===== config.mk =====
export PLATFORM = sky130hd
export DESIGN_NAME = fll_lock_monitor
export DESIGN_NICKNAME = d
export VERILOG_FILES = /design/src/rtl/fll_lock_pkg.sv /design/src/rtl/fll_pulse_counter.sv /design/src/rtl/fll_lock_tracker.sv /design/src/rtl/fll_err_averager.sv /design/src/rtl/fll_loss_flag.sv /design/src/rtl/fll_lock_monitor.sv
export SDC_FILE = /design/constraint.sdc
export NUM_CORES = 1
export LEC_CHECK = 0
export ABC_AREA = 1
export CAP_MARGIN = 10
export CORE_MARGIN = 1
export CORE_UTILIZATION = 54
export CTS_CLUSTER_DIAMETER = 100
export DETAILED_ROUTE_END_ITERATION = 8
export MAX_ROUTING_LAYER = met4
export PLACE_DENSITY = 0.86
export SYNTH_ARGS = -nofsm -noshare
export SYNTH_HDL_FRONTEND = slang
export SYNTH_SLANG_ARGS = --single-unit

===== constraint.sdc =====
create_clock -name clk -period 3.2 [get_ports clk]
set_input_delay 0.32 -clock clk [delete_from_list [all_inputs] [get_ports clk]]
set_output_delay 0.32 -clock clk [all_outputs]
set_load 0.05 [all_outputs]

===== src/rtl/fll_lock_pkg.sv =====
package fll_lock_pkg;

  typedef enum logic {
    TRK_ACQUIRE = 1'b0,
    TRK_HOLD    = 1'b1
  } trk_state_e;

  function automatic logic in_window(input logic signed [31:0] v,
                                     input int lo, input int hi);
    return (v >= lo) && (v <= hi);
  endfunction

endpackage


===== src/rtl/fll_pulse_counter.sv =====
module fll_pulse_counter #(
  parameter int CW = 8,
  localparam int EW = CW + 2
) (
  input  logic                 clk,
  input  logic                 rst_n,
  input  logic                 pulse_i,
  input  logic                 strobe_i,
  input  logic                 flush_i,
  input  logic [CW-1:0]        target_i,
  output logic                 err_vld_o,
  output logic signed [EW-1:0] err_o
);

  localparam logic [CW-1:0] CNT_MAX = {CW{1'b1}};

  logic [CW-1:0]        cnt_q, cnt_n, cnt_inc;
  logic                 vld_q, vld_n;
  logic signed [EW-1:0] err_q, err_n;
  logic                 err_en;

  always_comb begin
    cnt_inc = (pulse_i && (cnt_q != CNT_MAX)) ? cnt_q + 1'b1 : cnt_q;
    if (flush_i || strobe_i) cnt_n = '0;
    else                     cnt_n = cnt_inc;
    vld_n  = strobe_i && !flush_i;
    err_en = vld_n;
    err_n  = $signed({2'b00, target_i}) - $signed({2'b00, cnt_inc});
  end

  always_ff @(posedge clk or negedge rst_n) begin
    if (!rst_n) begin
      cnt_q <= '0;
      vld_q <= 1'b0;
    end else begin
      cnt_q <= cnt_n;
      vld_q <= vld_n;
    end
  end

  always_ff @(posedge clk or negedge rst_n) begin
    if (!rst_n)      err_q <= '0;
    else if (err_en) err_q <= err_n;
  end

  assign err_vld_o = vld_q;
  assign err_o     = err_q;


  flush_drop_chk: assert property (@(posedge clk) disable iff (!rst_n)
    flush_i |=> !err_vld_o);

endmodule


===== src/rtl/fll_lock_tracker.sv =====
module fll_lock_tracker
  import fll_lock_pkg::*;
#(
  parameter int EW         = 10,
  parameter int LOCK_MIN   = -2,
  parameter int LOCK_MAX   = 2,
  parameter int UNLOCK_MIN = -6,
  parameter int UNLOCK_MAX = 6,
  parameter int LOCK_CNT   = 3,
  localparam int SW        = $clog2(LOCK_CNT + 1)
) (
  input  logic                 clk,
  input  logic                 rst_n,
  input  logic                 smp_vld_i,
  input  logic signed [EW-1:0] smp_err_i,
  input  logic                 drop_i,
  output logic                 lock_o,
  output logic                 loss_o,
  output logic                 avg_mode_o,
  output logic                 restart_o
);

  trk_state_e    st_q, st_n;
  logic [SW-1:0] streak_q, streak_n;
  logic          in_lk, in_ul, loss_n;

  always_comb begin
    in_lk    = in_window(32'(smp_err_i), LOCK_MIN, LOCK_MAX);
    in_ul    = in_window(32'(smp_err_i), UNLOCK_MIN, UNLOCK_MAX);
    st_n     = st_q;
    streak_n = streak_q;
    loss_n   = 1'b0;
    if (drop_i) begin
      st_n     = TRK_ACQUIRE;
      streak_n = '0;
    end else if (smp_vld_i) begin
      case (st_q)
        TRK_ACQUIRE: begin
          if (!in_lk) begin
            streak_n = '0;
          end else if (streak_q == SW'(LOCK_CNT - 1)) begin
            st_n     = TRK_HOLD;
            streak_n = '0;
          end else begin
            streak_n = streak_q + 1'b1;
          end
        end
        default: begin
          if (!in_ul) begin
            st_n   = TRK_ACQUIRE;
            loss_n = 1'b1;
          end
        end
      endcase
    end
  end

  always_ff @(posedge clk or negedge rst_n) begin
    if (!rst_n) begin
      st_q     <= TRK_ACQUIRE;
      streak_q <= '0;
    end else begin
      st_q     <= st_n;
      streak_q <= streak_n;
    end
  end

  assign lock_o     = (st_q == TRK_HOLD);
  assign loss_o     = loss_n;
  assign avg_mode_o = (st_q == TRK_HOLD) && (st_n == TRK_HOLD) && smp_vld_i;
  assign restart_o  = (st_q != st_n);


  lock_gain_chk: assert property (@(posedge clk) disable iff (!rst_n)
    $rose(lock_o) |-> $past(smp_vld_i && in_lk));


  unlock_exit_chk: assert property (@(posedge clk) disable iff (!rst_n)
    (lock_o && smp_vld_i && !in_ul) |=> !lock_o);


  drop_clears_chk: assert property (@(posedge clk) disable iff (!rst_n)
    drop_i |=> !lock_o);

endmodule


===== src/rtl/fll_err_averager.sv =====
module fll_err_averager #(
  parameter int EW = 10,
  localparam int AW = EW + 2
) (
  input  logic                 clk,
  input  logic                 rst_n,
  input  logic                 smp_vld_i,
  input  logic signed [EW-1:0] smp_err_i,
  input  logic                 avg_mode_i,
  input  logic                 restart_i,
  output logic                 upd_o,
  output logic signed [EW-1:0] upd_err_o
);

  logic signed [AW-1:0] acc_q, acc_n, sum;
  logic [1:0]           n_q, n_n;
  logic                 upd_q, upd_n;
  logic signed [EW-1:0] out_q, out_n;

  always_comb begin
    sum   = acc_q + AW'(smp_err_i);
    acc_n = acc_q;
    n_n   = n_q;
    upd_n = 1'b0;
    out_n = out_q;
    if (smp_vld_i && avg_mode_i) begin
      if (n_q == 2'd3) begin
        upd_n = 1'b1;
        out_n = EW'(sum >>> 2);
        acc_n = '0;
        n_n   = '0;
      end else begin
        acc_n = sum;
        n_n   = n_q + 1'b1;
      end
    end else if (smp_vld_i) begin
      upd_n = 1'b1;
      out_n = smp_err_i;
    end
    if (restart_i) begin
      acc_n = '0;
      n_n   = '0;
    end
  end

  always_ff @(posedge clk or negedge rst_n) begin
    if (!rst_n) begin
      acc_q <= '0;
      n_q   <= '0;
      upd_q <= 1'b0;
      out_q <= '0;
    end else begin
      acc_q <= acc_n;
      n_q   <= n_n;
      upd_q <= upd_n;
      out_q <= out_n;
    end
  end

  assign upd_o     = upd_q;
  assign upd_err_o = out_q;


  raw_update_chk: assert property (@(posedge clk) disable iff (!rst_n)
    (smp_vld_i && !avg_mode_i) |=> (upd_o && (upd_err_o == $past(smp_err_i))));


  no_spurious_upd_chk: assert property (@(posedge clk) disable iff (!rst_n)
    !smp_vld_i |=> !upd_o);

endmodule


===== src/rtl/fll_loss_flag.sv =====
module fll_loss_flag (
  input  logic clk,
  input  logic rst_n,
  input  logic loss_i,
  input  logic stop_unpl_i,
  input  logic clr_i,
  output logic sticky_o
);

  logic stop_q;
  logic sticky_q, sticky_n;
  logic set_evt;

  always_comb begin
    set_evt = loss_i || (stop_q && !stop_unpl_i);
    if (set_evt)    sticky_n = 1'b1;
    else if (clr_i) sticky_n = 1'b0;
    else            sticky_n = sticky_q;
  end

  always_ff @(posedge clk or negedge rst_n) begin
    if (!rst_n) begin
      stop_q   <= 1'b0;
      sticky_q <= 1'b0;
    end else begin
      stop_q   <= stop_unpl_i;
      sticky_q <= sticky_n;
    end
  end

  assign sticky_o = sticky_q;


  loss_sets_chk: assert property (@(posedge clk) disable iff (!rst_n)
    loss_i |=> sticky_o);


  resume_sets_chk: assert property (@(posedge clk) disable iff (!rst_n)
    $fell(stop_unpl_i) |=> sticky_o);

endmodule


===== src/rtl/fll_lock_monitor.sv =====
module fll_lock_monitor #(
  parameter int CW         = 8,
  parameter int LOCK_MIN   = -2,
  parameter int LOCK_MAX   = 2,
  parameter int UNLOCK_MIN = -6,
  parameter int UNLOCK_MAX = 6,
  parameter int LOCK_CNT   = 3
) (
  input  logic                 clk,
  input  logic                 rst_n,
  input  logic                 osc_pulse,
  input  logic                 cmp_strobe,
  input  logic [CW-1:0]        target,
  input  logic                 mode_chg,
  input  logic                 engage,
  input  logic                 stop_planned,
  input  logic                 stop_unplanned,
  input  logic                 sw_clear,
  output logic                 lock,
  output logic                 lost_sticky,
  output logic                 filt_upd,
  output logic signed [CW+1:0] filt_err,
  output logic                 div2_sel
);

  localparam int EW = CW + 2;

  logic [CW-1:0]        target_q;
  logic                 halt, exp_evt, flush;
  logic                 err_vld, smp_vld;
  logic signed [EW-1:0] err;
  logic                 lock_w, loss_w, avg_mode_w, restart_w;
  logic                 seen_q, seen_n;

  always_comb begin
    halt    = stop_planned || stop_unplanned;
    exp_evt = mode_chg || (target != target_q);
    flush   = halt || exp_evt;
    smp_vld = err_vld && !flush;
    seen_n  = engage && (seen_q || lock_w);
  end

  always_ff @(posedge clk or negedge rst_n) begin
    if (!rst_n) begin
      target_q <= '0;
      seen_q   <= 1'b0;
    end else begin
      target_q <= target;
      seen_q   <= seen_n;
    end
  end

  fll_pulse_counter #(.CW(CW)) u_cnt (
    .clk       (clk),
    .rst_n     (rst_n),
    .pulse_i   (osc_pulse),
    .strobe_i  (cmp_strobe),
    .flush_i   (flush),
    .target_i  (target),
    .err_vld_o (err_vld),
    .err_o     (err)
  );

  fll_lock_tracker #(
    .EW(EW), .LOCK_MIN(LOCK_MIN), .LOCK_MAX(LOCK_MAX),
    .UNLOCK_MIN(UNLOCK_MIN), .UNLOCK_MAX(UNLOCK_MAX), .LOCK_CNT(LOCK_CNT)
  ) u_trk (
    .clk        (clk),
    .rst_n      (rst_n),
    .smp_vld_i  (smp_vld),
    .smp_err_i  (err),
    .drop_i     (flush),
    .lock_o     (lock_w),
    .loss_o     (loss_w),
    .avg_mode_o (avg_mode_w),
    .restart_o  (restart_w)
  );

  fll_err_averager #(.EW(EW)) u_avg (
    .clk        (clk),
    .rst_n      (rst_n),
    .smp_vld_i  (smp_vld),
    .smp_err_i  (err),
    .avg_mode_i (avg_mode_w),
    .restart_i  (restart_w),
    .upd_o      (filt_upd),
    .upd_err_o  (filt_err)
  );

  fll_loss_flag u_flag (
    .clk         (clk),
    .rst_n       (rst_n),
    .loss_i      (loss_w),
    .stop_unpl_i (stop_unplanned),
    .clr_i       (sw_clear),
    .sticky_o    (lost_sticky)
  );

  assign lock     = lock_w;
  assign div2_sel = engage && !seen_q && !lock_w;


  stop_no_lock_chk: assert property (@(posedge clk) disable iff (!rst_n)
    $past(halt) |-> !lock);


  div2_after_lock_chk: assert property (@(posedge clk) disable iff (!rst_n)
    (engage && $past(engage) && $past(lock)) |-> !div2_sel);

endmodule


==> impl_metrics.tcl, run 1 <==
set metrics [dict create \
    outcome "complete, but fails checks" \
    violations "DRC" \
    utilization_pct 65.9 \
    grt_pass1_vias 3333 \
    slew_violations 0 \
    path_max_fanout 9 \
    finalClockSkew_ns 0.00654 \
    cts_tree "done" \
    rr_worst_depth 15 \
    whs_ns 0.155 \
    synth_compound_area_share_pct 7.65 \
    n_antenna_cell 0 \
    crit_type "reg -> reg" \
    multi_input_area_sq_um 1930 \
    maxUsedRoutingLayer "met4" \
    drive_above_1_share_pct 7.01 \
    muxShareOfSynthArea_pct 0 \
    ys_async_sr_fraction_pct 100 \
    worst_pin_slew_ns 1.00 \
    rsz0062_at_grt "no" \
    hold_violations 0 \
    die_w_um 84.6 \
    layout_setup_ws_ns 0.368 \
    grt_pass1_wl_mm 14.7 \
    synth_area_sq_um 3680 \
    clk_pin_slew_ns 0.06 \
    nFillCells 541 \
    crit_arrival_ns 3.05 \
    htreeDepth 3 \
    power_density_nw_per_um2 373 \
    cts-buffers-inserted 9 \
    post_drt_wl_per_cell_um 13.6 \
    synth-simple-area-share_pct 32.1 \
    ir_drop_mv 0.303 \
    wl_met3_um 522 \
    postSynthCellCount 496 \
    grt.overflow.total 0 \
    synth_enable_flop_cells 0 \
    grt_start_max_net_pins 46 \
    ys_ff_latch 57 \
    avgSynthCellArea_sq_um 7.42 \
    yosysTopAreaCell "dfrtp_1" \
    post_drt_via_cell_ratio 5.41 \
    synth_xor_area_share_pct 4.05 \
    nets 578 \
    syn_nets 537 \
    grt_antenna_before_repair 0 \
    cp.required_ns 3.42 \
    core.rowCount 29 \
    die_area_sq_um 7150 \
    min_period_ns 2.83 \
    vias 3349 \
    hp-class "in -> async" \
    wirelength_met1_mm 3.44 \
    globalplace.congestion 0.944 \
    clk_latency_ns 0.34 \
    synthAdderAreaFrac_pct 8.57 \
    core_area_sq_um 6460 \
    setup_viol 0 \
    synth_top_family_by_area "simple AND/OR/NAND/NOR gates" \
    cts.hold.buffers_added 0 \
    firstDrtPassIters 7 \
    synth-seq-area-share_pct 38.8 \
    drcViolationCount 1 \
    grt_usage_pct 26.7 \
    initialDrtViolationCount 244 \
    ys.flop_type "dfrtp_1" \
    ys_warn_count 0 \
    cts_sinks 57 \
    critPathLaunchType "register" \
    post_cts_buffers 0 \
    start_util_pct 57.0 \
    fin_crit_sh_pct 88.5 \
    synthToLayoutAreaGrowth_pct 15.7 \
    boundaryPins 31 \
    dp_hpwl_mm 6.32 \
    finalWirelength_mm 8.44 \
    ant_nets 0 \
    slew_headroom_pct 33.2 \
    clockBufferDepth 2 \
    fin_tns_setup_ns 0 \
    leakagePower_nw 2.30 \
    die_y_um 84.6 \
    worstReg2RegStart "u_cnt.cnt_q[0]" \
    pre_cts_slack_ns 0.307 \
    synth_common_cells "nand2_1 (173), inv_1 (75), dfrtp_1 (57)" \
    synth_top_area_share_pct 38.8 \
    io_buffer_count 30 \
    clock-root-buffer "clkbuf_8" \
    maxCapViolCount 0 \
    end_kind "register" \
    fmax_ghz 0.353 \
    reg2reg_slack_ns 0.37 \
    r2r_end "u_cnt.err_o[6]" \
    regArea_sq_um 1430 \
    ys_top_cells_by_area "dfrtp_1 (39%), nand2_1 (18%), inv_1 (7.7%)" \
    cts.repair.resized 0 \
    dr_wl_met2_mm 4.26 \
    synth.most_common_cell "nand2_1" \
    ys_types 33 \
]
[power breakdown]
part / switching [W] / internal, W / leakage [nW]
clock network: 0.000273 / 0.000379 / 0.0974
logic: 0.000117 / 0.0000736 / 1.47
registers: 0.0000138 / 0.000734 / 0.729
total: 0.000404 / 0.00119 / 2.30
[per-stage QoR]
stage	power, W	instance area [sq um]	instances
finish	0.00159	4260	619
global route	0.00166	4260	619
CTS	0.00160	4260	619
detailed placement	0.000949	4070	603
global placement	0.000942	4070	603
floorplan	0.000876	3680	496
[state kept, by name, summed over array words and instances, names as in the netlist, 2 cells and up]
name	count
u_avg.acc_q	12
u_cnt.err_o	9
u_avg.upd_err_o	10
target_q	8
u_trk.streak_q	2
u_avg.n_q	2
u_cnt.cnt_q	8
[layer usage]
metal	track usage, %	up-vias
met4	9.40	0
met3	5.51	28
met5	-	-
li1	-	1654
met2	45.6	147
met1	31.4	1520
[cell type report]
type                            instances  area share [%]
Clock inverter                          3           0.941
Tap cell                               77            2.26
Timing Repair Buffer                   33            7.47
Inverter                               79            7.03
Sequential cell                        57            33.5
Multi-Input combinational cell        357            45.3
Clock buffer                           13            3.50
[cell families (layout without fill, tap and decap cells)]
logic type / count (synthesis) / in the layout
XOR/XNOR: 17 / 17
buffers and inverters: 82 / 128
AND/OR/NAND/NOR: 267 / 267
flip-flops: 57 / 57
AO/OA/AOI/OAI: 49 / 49
adder cells (fa/ha/maj): 24 / 24
[cell usage in the layout (no fill, tap or decap), drive strengths merged]
| cell | count |
|---|---|
| a21boi | 2 |
| bufinv | 1 |
| ha | 22 |
| a21oi | 17 |
| fa | 2 |
| a31oi | 1 |
| nand2 | 177 |
| clkdlybuf4s50 | 29 |
| nor2 | 35 |
| nand3 | 30 |
| xnor2 | 4 |
| o21a | 2 |
| clkbuf | 13 |
| dfrtp | 57 |
| nand4 | 10 |
| o21ai | 23 |
| nand3b | 5 |
| nor3 | 6 |
| buf | 4 |
| or2 | 4 |
| inv | 79 |
| o211ai | 4 |
| clkinv | 2 |
| xor2 | 13 |
[worst max-delay path, stage by stage (launching register included)]
cell,delay (ns)
dfrtp_1,0.39
ha_1,0.18
nand3_1,0.10
nor3_1,0.22
nand3_1,0.11
nand2_1,0.15
inv_1,0.15
o21ai_0,0.31
ha_1,0.35
nand2_1,0.10
inv_1,0.05
nand4_1,0.07
o211ai_1,0.12
or2_2,0.29
nand3_1,0.08
o21ai_0,0.07
[worst max path at each step]
stage	depth (start not counted)	endpoint	slack (ns)	startpoint
6_report	15	u_cnt.err_o[6]	0.37	u_cnt.cnt_q[0]
5_1_grt	15	u_cnt.err_o[6]	0.13	u_cnt.cnt_q[0]
4_1_cts	15	u_cnt.err_o[6]	0.39	u_cnt.cnt_q[0]
3_5_place_dp	15	u_avg.acc_q[11]	0.31	target[3]
3_3_place_gp	15	u_avg.acc_q[1]	0.42	target[3]
2_1_floorplan	13	u_cnt.err_o[6]	0.72	u_cnt.cnt_q[0]
No activity file was read; power rests on OpenSTA's default activity.
==> run 2: changes to the inputs <==
--- a/config.mk
+++ b/config.mk
@@ -10,6 +10,7 @@
 export CORE_MARGIN = 1
 export CORE_UTILIZATION = 54
 export CTS_CLUSTER_DIAMETER = 100
+export CTS_CLUSTER_SIZE = 8
 export DETAILED_ROUTE_END_ITERATION = 8
 export MAX_ROUTING_LAYER = met4
 export PLACE_DENSITY = 0.86
==> results of run 2 <==
No change in the layout: final DEF, timing and power equal those of run 1.
==> run 3: changes to the inputs <==
--- a/config.mk
+++ b/config.mk
@@ -14,6 +14,7 @@
 export DETAILED_ROUTE_END_ITERATION = 8
 export MAX_ROUTING_LAYER = met4
 export PLACE_DENSITY = 0.86
+export RECOVER_POWER = 50
 export SYNTH_ARGS = -nofsm -noshare
 export SYNTH_HDL_FRONTEND = slang
 export SYNTH_SLANG_ARGS = --single-unit
==> constraint.sdc (replaced) <==
create_clock -name clk -period 3.5 [get_ports clk]
set_input_delay 0.35 -clock clk [delete_from_list [all_inputs] [get_ports clk]]
set_output_delay 0.35 -clock clk [all_outputs]
set_load 0.05 [all_outputs]
==> impl_metrics.tcl, run 3 (synthesized netlist as in run 1, its figures left out) <==
set metrics [dict create \
    die_y_um 84.6 \
    stdcell_area_sq_um 4230 \
    dp_hpwl_mm 6.77 \
    cts.hold.buffers_added 0 \
    cts.repair.resized 0 \
    globalplace.congestion 0.913 \
    crit_arrival_ns 3.18 \
    end_kind "register" \
    grt_antenna_before_repair 0 \
    critPathLaunchType "register" \
    cts_tree "done" \
    cp.required_ns 3.75 \
    crit_type "reg -> reg" \
    initialDrtViolationCount 218 \
    clk_pin_slew_ns 0.06 \
    path_max_fanout 9 \
    clock-root-buffer "clkbuf_8" \
    leakagePower_nw 2.29 \
    crit_buf_inv 1 \
    post_cts_buffers 0 \
    placed_cell_area_sq_um 4060 \
    n_antenna_cell 0 \
    fin_cells 618 \
    finalWirelength_mm 8.77 \
    slew_headroom_pct 8.65 \
    grt_start_max_net_pins 58 \
    start_util_pct 57.0 \
    rsz0062_at_grt "no" \
    regArea_sq_um 1430 \
    die_w_um 84.6 \
    grt.overflow.total 0 \
    min_period_ns 2.93 \
    cts-buffers-inserted 9 \
    multi_input_area_sq_um 1930 \
    vias 3322 \
    clockBufferDepth 2 \
    maxCapViolCount 0 \
    drcViolationCount 1 \
    critical_path.cell_chain "ha_1 > nand3_1 > nor3_1 > nand3_1 > nand2_1 > inv_1 > o21ai_0 > ha_1 > nand3_1 > nand2_1 > a31oi_1 > xnor2_1 > nand2_1 > o21ai_0" \
    layout_commonest_cell "nand2_1" \
    hp-class "in -> async" \
    worst_pin_slew_ns 1.37 \
    post_drt_via_cell_ratio 5.38 \
    finalClockSkew_ns 0.00490 \
    final_cell_mix "nand2_1 (173), inv_1 (75), dfrtp_1 (57), nor2_1 (31), nand3_1 (28)" \
    htreeDepth 3 \
    hold_violations 0 \
    firstDrtPassIters 6 \
    slew_violations 0 \
    violations "DRC" \
    ir_drop_mv 0.242 \
    fin_crit_sh_pct 83.6 \
    fin_tns_setup_ns 0 \
    power_density_nw_per_um2 332 \
    core_area_sq_um 6460 \
    boundaryPins 31 \
    post_drt_wl_per_cell_um 14.2 \
    die_area_sq_um 7150 \
    dp.cells 602 \
    slowest_delay_ns 0.47 \
    outcome "complete, but fails checks" \
    utilization_pct 65.5 \
    largest_reg_flops 12 \
    nets 577 \
    crit_slowest_cell "o21ai_0" \
    cts_sinks 57 \
    cpLargestDelayFamily "simple AND/OR/NAND/NOR gates" \
    drive_above_1_share_pct 7.02 \
    ant_nets 0 \
    nFillCells 553 \
    synthToLayoutAreaGrowth_pct 15.0 \
    io_buffer_count 30 \
    grt_pass1_wl_mm 14.6 \
    grt_pass1_vias 3300 \
    clk_latency_ns 0.34 \
    core.rowCount 29 \
    grt_usage_pct 27.1 \
    regMostFlops "u_avg.acc_q" \
    setup_viol 0 \
    fmax_ghz 0.342 \
]
-- run 3: cell types whose count changed in the layout (fill, tap and decap cells not counted), sizes merged --
cell,change
bufinv,-1
clkinv,+1
dlygate4sd3,+9
buf,-2
clkdlybuf4s50,-9
clkbuf,+1
-- run 3: final cells by class --
| class | count | area share [%] |
|---|---|---|
| well taps | 77 | 2.28 |
| multi-input cells | 357 | 45.6 |
| inverters | 79 | 7.07 |
| repair buffers | 32 | 7.27 |
| clock buffers | 13 | 3.76 |
| clock inverters | 3 | 0.355 |
| flip-flops and latches | 57 | 33.7 |
-- run 3: final timing paths --
path                                          from                 end  slack [ns]  cells after the start
worst max-delay path                u_cnt.cnt_q[0]      u_cnt.err_o[5]        0.57                     14
worst min-delay path                         rst_n      u_avg.acc_q[9]        0.40                      2
worst max register to register      u_cnt.cnt_q[0]      u_cnt.err_o[5]        0.57                     14
worst min register to register  u_avg.upd_err_o[0]  u_avg.upd_err_o[0]        0.48                      2
max in group asynchronous                    rst_n      u_cnt.cnt_q[3]        2.27                      2
min in group clk                u_avg.upd_err_o[0]  u_avg.upd_err_o[0]        0.48                      2
-- run 3: per-layer routing --
metal  share of wire, %  GRT usage [%]  up-vias  wire length [um]
met2                 54           48.4      100              4720
met4                2.4           11.7        0               214
met5                  0              -        -                 0
met1                 39           29.4     1547              3400
met3                5.0           5.21       23               435
li1                   -              -     1652                 -
-- run 3: per-stage QoR --
stage | setup slack (ns) | hold slack (ns) | power [W]
after floorplan | 1.02 | 0.0544 | 0.000801
after global placement | 0.551 | 0.463 | 0.000864
after detailed placement | 0.353 | 0.467 | 0.000872
after CTS | 0.551 | 0.164 | 0.00142
after global routing | 0.244 | 0.495 | 0.00146
final | 0.573 | 0.402 | 0.00141
-- run 3: report_power, final --
part / internal [W] / switching [W] / total [W] / leakage (nW)
Clock: 0.000292 / 0.000255 / 0.000547 / 0.0932
Combinational: 0.0000652 / 0.000109 / 0.000174 / 1.47
Sequential: 0.000671 / 0.0000133 / 0.000684 / 0.729
-- run 3: worst reg2reg max path, cell delays in order, from the launching register on --
cell	delay, ns
dfrtp_1	0.39
ha_1	0.19
nand3_1	0.10
nor3_1	0.23
nand3_1	0.13
nand2_1	0.15
inv_1	0.15
o21ai_0	0.47
ha_1	0.34
nand3_1	0.09
nand2_1	0.13
a31oi_1	0.19
xnor2_1	0.14
nand2_1	0.07
o21ai_0	0.10
